$ cat config.mk
export PLATFORM = sky130hd
export DESIGN_NAME = lifo_regstack
export DESIGN_NICKNAME = d
export VERILOG_FILES = /design/src/rtl/lifo_regstack_pkg.sv /design/src/rtl/lifo_regstack_ctrl.sv /design/src/rtl/lifo_regstack_ptr.sv /design/src/rtl/lifo_regstack_mem.sv /design/src/rtl/lifo_regstack.sv
export SDC_FILE = /design/constraint.sdc
export NUM_CORES = 1
export LEC_CHECK = 0
export ABC_AREA = 1
export BUFFER_PORTS_ARGS = -buffer_cell sky130_fd_sc_hd__buf_2
export CAP_MARGIN = 10
export CORE_AREA = 5 5 335 337
export DETAILED_ROUTE_END_ITERATION = 10
export DIE_AREA = 0 0 340 342
export PLACE_DENSITY = 0.54
export SLEW_MARGIN = 10
export SYNTH_ARGS = -nofsm -noshare
export SYNTH_HDL_FRONTEND = slang
export SYNTH_SLANG_ARGS = --single-unit
$ cat constraint.sdc
create_clock -name clk -period 2.68 [get_ports clk]
set_input_delay 0 -clock clk [delete_from_list [all_inputs] [get_ports clk]]
set_output_delay 0 -clock clk [all_outputs]
set_load 0.05 [all_outputs]
$ cat src/rtl/lifo_regstack_pkg.sv
package lifo_regstack_pkg;
  typedef enum logic [1:0] {
    OP_IDLE   = 2'd0,
    OP_PUSH   = 2'd1,
    OP_POP    = 2'd2,
    OP_REJECT = 2'd3
  } stk_op_e;
endpackage

$ cat src/rtl/lifo_regstack_ctrl.sv
module lifo_regstack_ctrl
  import lifo_regstack_pkg::*;
(
  input  logic    push_i,
  input  logic    pop_i,
  input  logic    full,
  input  logic    empty,
  output stk_op_e op
);
  // push wins over pop; a request against a flag is rejected
  always_comb begin
    if (push_i) begin
      op = full ? OP_REJECT : OP_PUSH;
    end else if (pop_i) begin
      op = empty ? OP_REJECT : OP_POP;
    end else begin
      op = OP_IDLE;
    end
  end
endmodule

$ cat src/rtl/lifo_regstack_ptr.sv
module lifo_regstack_ptr
  import lifo_regstack_pkg::*;
#(
  parameter int DEPTH = 64,
  localparam int AW = $clog2(DEPTH)
) (
  input  logic          clk,
  input  logic          rst,
  input  stk_op_e       op,
  output logic [AW-1:0] sp,
  output logic [AW-1:0] sp_inc,
  output logic          full,
  output logic          empty,
  output logic          err
);
  localparam logic [AW-1:0] ONE = AW'(1);

  logic [AW-1:0] sp_dec;

  assign sp_inc = sp + ONE;
  assign sp_dec = sp - ONE;

  always_ff @(posedge clk) begin
    if (rst) begin
      sp    <= '0;
      full  <= 1'b0;
      empty <= 1'b1;
      err   <= 1'b0;
    end else begin
      err <= (op == OP_REJECT);
      case (op)
        OP_PUSH: begin
          sp    <= sp_inc;
          full  <= (sp_inc == '0);
          empty <= 1'b0;
        end
        OP_POP: begin
          sp    <= sp_dec;
          empty <= (sp_dec == '0);
          full  <= 1'b0;
        end
        default: begin
        end
      endcase
    end
  end

  // an accepted push advances the pointer by one
  p_push_step_r2: assert property (@(posedge clk) disable iff (rst)
    (op == OP_PUSH) |=> (sp == $past(sp) + ONE));

  // an accepted pop steps the pointer back by one
  p_pop_step_r6: assert property (@(posedge clk) disable iff (rst)
    (op == OP_POP) |=> (sp == $past(sp) - ONE));

  // a rejected request freezes pointer and flags and strobes err
  p_reject_freeze_r5: assert property (@(posedge clk) disable iff (rst)
    (op == OP_REJECT) |=> ($stable(sp) && $stable(full) && $stable(empty) && err));

  // the two flags are never raised together
  p_flags_excl_r4: assert property (@(posedge clk) disable iff (rst)
    !(full && empty));

  // full only ever stands with the pointer wrapped to zero
  p_full_at_wrap_r4: assert property (@(posedge clk) disable iff (rst)
    full |-> (sp == '0));

  // empty only ever stands with the pointer at zero
  p_empty_at_zero_r6: assert property (@(posedge clk) disable iff (rst)
    empty |-> (sp == '0));
endmodule

$ cat src/rtl/lifo_regstack_mem.sv
module lifo_regstack_mem #(
  parameter int DW    = 16,
  parameter int DEPTH = 64,
  localparam int AW = $clog2(DEPTH)
) (
  input  logic          clk,
  input  logic          rst,
  input  logic          we,
  input  logic [AW-1:0] waddr,
  input  logic [DW-1:0] wdata,
  input  logic          re,
  input  logic [AW-1:0] raddr,
  output logic [DW-1:0] rdata,
  output logic          rvalid
);
  logic [DW-1:0] ram [DEPTH];

  // simple dual-port array, written for block RAM inference
  always_ff @(posedge clk) begin
    if (we) begin
      ram[waddr] <= wdata;
    end
  end

  always_ff @(posedge clk) begin
    if (re) begin
      rdata <= ram[raddr];
    end
  end

  always_ff @(posedge clk) begin
    if (rst) begin
      rvalid <= 1'b0;
    end else begin
      rvalid <= re;
    end
  end

  // a write and a read never address the same word in one cycle
  p_port_split_r9: assert property (@(posedge clk) disable iff (rst)
    !(we && re));
endmodule

$ cat src/rtl/lifo_regstack.sv
module lifo_regstack
  import lifo_regstack_pkg::*;
#(
  parameter int DW    = 16,
  parameter int DEPTH = 64
) (
  input  logic          clk,
  input  logic          rst,
  input  logic          push_i,
  input  logic          pop_i,
  input  logic [DW-1:0] push_data_i,
  output logic [DW-1:0] pop_data_o,
  output logic          pop_valid_o,
  output logic          full_o,
  output logic          empty_o,
  output logic          err_o
);
  localparam int AW = $clog2(DEPTH);

  stk_op_e       op;
  logic [AW-1:0] sp;
  logic [AW-1:0] sp_inc;

  lifo_regstack_ctrl u_ctrl (
    .push_i (push_i),
    .pop_i  (pop_i),
    .full   (full_o),
    .empty  (empty_o),
    .op     (op)
  );

  lifo_regstack_ptr #(.DEPTH(DEPTH)) u_ptr (
    .clk    (clk),
    .rst    (rst),
    .op     (op),
    .sp     (sp),
    .sp_inc (sp_inc),
    .full   (full_o),
    .empty  (empty_o),
    .err    (err_o)
  );

  lifo_regstack_mem #(.DW(DW), .DEPTH(DEPTH)) u_mem (
    .clk    (clk),
    .rst    (rst),
    .we     (op == OP_PUSH),
    .waddr  (sp_inc),
    .wdata  (push_data_i),
    .re     (op == OP_POP),
    .raddr  (sp),
    .rdata  (pop_data_o),
    .rvalid (pop_valid_o)
  );

  // a pop against a non-empty stack yields valid data next cycle
  p_pop_valid_r3: assert property (@(posedge clk) disable iff (rst)
    (pop_i && !push_i && !empty_o) |=> pop_valid_o);

  // a simultaneous request never produces popped data
  p_push_wins_r8: assert property (@(posedge clk) disable iff (rst)
    (push_i && pop_i) |=> !pop_valid_o);

  // both requests while full are rejected
  p_both_full_r10: assert property (@(posedge clk) disable iff (rst)
    (push_i && pop_i && full_o) |=> (err_o && !pop_valid_o));

  // a pop while empty is rejected and keeps empty
  p_pop_empty_r7: assert property (@(posedge clk) disable iff (rst)
    (pop_i && !push_i && empty_o) |=> (err_o && empty_o));

  // error and valid strobes never coincide
  p_single_pulse_r9: assert property (@(posedge clk) disable iff (rst)
    !(err_o && pop_valid_o));
endmodule

==> metrics.md <==
| Metric | Value |
|---|---|
| Status | completed |
| Remaining DRCs | 0 |
| First-pass GRT wire length | 179000 µm |
| Top cell type's share of synthesized area | 72.5% |
| Synthesized area | 43100 µm² |
| Simple-Gate Fraction of Synth Area | 22.6% |
| Maximum clock rate | 393 MHz |
| Post-CTS Setup Bufs | 0 |
| Number of global-route vias before repair | 27000 |
| Remaining global-route overflow | 0 |
| Syn Nets | 3668 |
| Top cells by count, synth | nand2_1, edfxtp_1, nand3_1 |
| Crit-path leading delay family | simple AND/OR/NAND/NOR gates |
| CTS root buf | clkbuf_16 |
| Max_cap viols | 0 |
| Input/output buffers | 39 |
| Largest net degree at the start of global routing | 118 |
| Maximum root-to-sink buffer count | 3 |
| Initial antenna violation count | 3 |
| Post-synthesis mux area share | 0% |
| Post-synthesis compound-gate area fraction | 0.322% |
| Clk_lat worst skew | 0.69 ns |
| Register area share after synthesis | 72.9% |
| Boundary Pins | 40 |
| Critical path, cell by cell | buf_12, buf_12, nand3_1, nand3_1, nand2_1, nand2_1, nand3_1, nand3_1, nand2_1 |
| Critical path capture point type | flop |
| CP Launch Type | flop |
| Number of flops mapped to enable cells by yosys | 1040 |
| Pwr dens | 812 nW/µm² |
| Via count | 27800 |
| Vias per cell | 5.32 |
| Total negative slack | 0 ns |
| Worst EP arrival | 2.98 ns |
| Max IR drop VDD | 0.750 mV |
| Placed cell count | 5020 |
| Post-synthesis xor/xnor area fraction | 0.250% |
| Max Fanout on Critical Path | 62 |
| CP peak stage delay | 0.44 ns |
| Lkg Pwr | 17.8 nW |
| Relative slew slack | 20.6% |
| CTS Sinks | 1050 |
| Die area | 116000 µm² |
| CTS H-tree lvls | 3 |
| Synth Instances | 3641 |
| Ranking of synthesized cells by area | edfxtp_1, nand2_1, nand3_1 |
| Post-route insts no fill | 5233 |
| Worst min-delay path category | primary input to flop |
| Main flop type after synthesis | edfxtp_1 |
| Worst path required time | 3.12 ns |
| Ys async rst share | 0% |
| Seq. cell area | 31400 µm² |
| Post-synthesis cell type count | 33 |
| Synth area leader | edfxtp_1 |
| Worst Clk Skew | 0.0164 ns |
| GPL Wtd Cong | 0.833 |
| Final WL | 121000 µm |
| WL/cell | 23.1 µm |
| Synthesized-area fraction occupied by adder cells | 0.203% |
| Setup Viol. Count Final | 0 |
| Fin. max-slew vios | 0 |
| Core area | 109000 µm² |
| DRT Pass-1 Iters | 5 |
| Avg Synthesized Cell Area | 11.8 µm² |
| RSZ-0062 raised after global routing | false |
| Synth-to-Final Area Change | 14.1% |
| Cell repeated most along the worst path | nand3_1 |
| Number of fill cells | 9948 |
| Gr usage total | 20.4% |
| Starting Density | 39.7% |
| CTS tree | yes |
| Final Hold Viols | 0 |
| Slowest CP cell | dfxtp_4 |
| Cell with the most instances after synthesis | nand2_1 |
| DRT iter0 DRCs | 2734 |
| Slew @ Worst Pin | 1.19 ns |
| Min Hold Slack | 0.0652 ns |
| Die width | 340 µm |
| Number of diodes | 0 |
| Dpl hpwl | 68500 µm |
| # rows | 121 |
| Tmin final | 2.54 ns |
| Multi-input gate area | 10100 µm² |
| CP Class | flop to flop |
| Ys Warns | 0 |
| Layout cells sized above 1 | 10.4% |
| Die height | 342 µm |
| NumNets Final | 3759 |
| Tcrit/Tclk final | 94.9% |
| Seq cells post-synth | 1050 |
| Total CTS buffers | 109 |
| Power Total | 39.9 mW |
| Remaining antenna violation count after routing | 0 |
| Clk slew on worst S/H paths | 0.06 ns |
| Largest family of logic cells by synthesized area | simple AND/OR/NAND/NOR gates |
| Worst path bufs/invs | 2 |
## layout make-up
type	count	share of cell area [%]
Sequential cell	1050	63.9
Multi-Input combinational cell	2300	20.5
Clock buffer	132	5.76
Timing Repair Buffer	207	4.14
Tap cell	1414	3.60
Clock inverter	66	1.50
Inverter	64	0.529
## metal layers
metal / GRT usage (%) / routed length [µm] / vias up
li1: - / - / 12900
met1: 28.7 / 52800 / 13700
met2: 32.2 / 55600 / 985
met3: 3.72 / 8360 / 198
met4: 6.65 / 3880 / 4
met5: 0 / 21 / -
## per-stage QoR
| step | utilization (%) | setup WS, ns | area [µm²] |
|---|---|---|---|
| 6_report | 45.3 | 0.136 | 49200 |
| 5_1_grt | 45.3 | 0.0308 | 49200 |
| 4_1_cts | 45.3 | 0.176 | 49200 |
| 3_5_place_dp | 41.9 | 0.197 | 45500 |
| 3_3_place_gp | 41.9 | 0.196 | 45500 |
| 2_1_floorplan | - | -0.00774 | 43100 |
## flip-flops by register name, summed over array words and instances, names as in the netlist
signal and flops:
u_mem.rvalid 1, u_ptr.err 1, u_ptr.empty 1, u_ptr.sp 6, u_mem.rdata 16, u_ptr.full 1
u_mem.ram 1024
## cells by family (layout without fill, tap and decap cells)
family,after synthesis,in the layout
AND/OR/NAND/NOR,2263,2263
flip-flops,1050,1050
buffers and inverters,291,469
AO/OA/AOI/OAI,22,22
XOR/XNOR,8,8
adder cells (fa/ha/maj),7,7
## path summary, 6_finish.rpt
path	startpoint	to	slack [ns]	cells past startpoint
worst max register to register	u_ptr.sp[1]	u_mem.rdata[6]	0.14	9
worst max-delay path	u_ptr.sp[1]	u_mem.rdata[6]	0.14	9
worst min-delay path	push_data_i[5]	u_mem.ram[19][5]	0.07	2
worst min register to register	u_ptr.full	u_ptr.full	0.50	2
## where the power goes
part | switching [mW] | total [mW] | internal [mW]
clock | 6.37 | 15.2 | 8.88
combinational | 4.57 | 6.24 | 1.68
sequential | 0.116 | 18.4 | 18.3
## timing repair
action	CTS	global route
endpoints found under the setup margin	0	1
hold buffers	15	0
resized for setup	0	1
hold endpoints to repair	578	0
## cell usage in the layout, fill, tap and decap left out, types with 8 or more instances in the layout
cell              n
nand2_1        1295
edfxtp_1       1040
nand3_1         867
clkbuf_16       110
buf_4           109
nor2_1           62
inv_1            55
buf_12           43
buf_2            39
clkinv_1         24
clkbuf_1         22
nor2_2           16
clkinv_2         16
dlygate4sd3_1    15
bufinv_16        14
o211ai_1         10
or2_2             8
## worst reg2reg max path, cell delays in order (launching register included)
cell,delay [ns]
dfxtp_4,0.44
buf_12,0.32
buf_12,0.38
nand3_1,0.21
nand3_1,0.11
nand2_1,0.10
nand2_1,0.08
nand3_1,0.24
nand3_1,0.33
nand2_1,0.09
(Power assumes the default switching activity.)
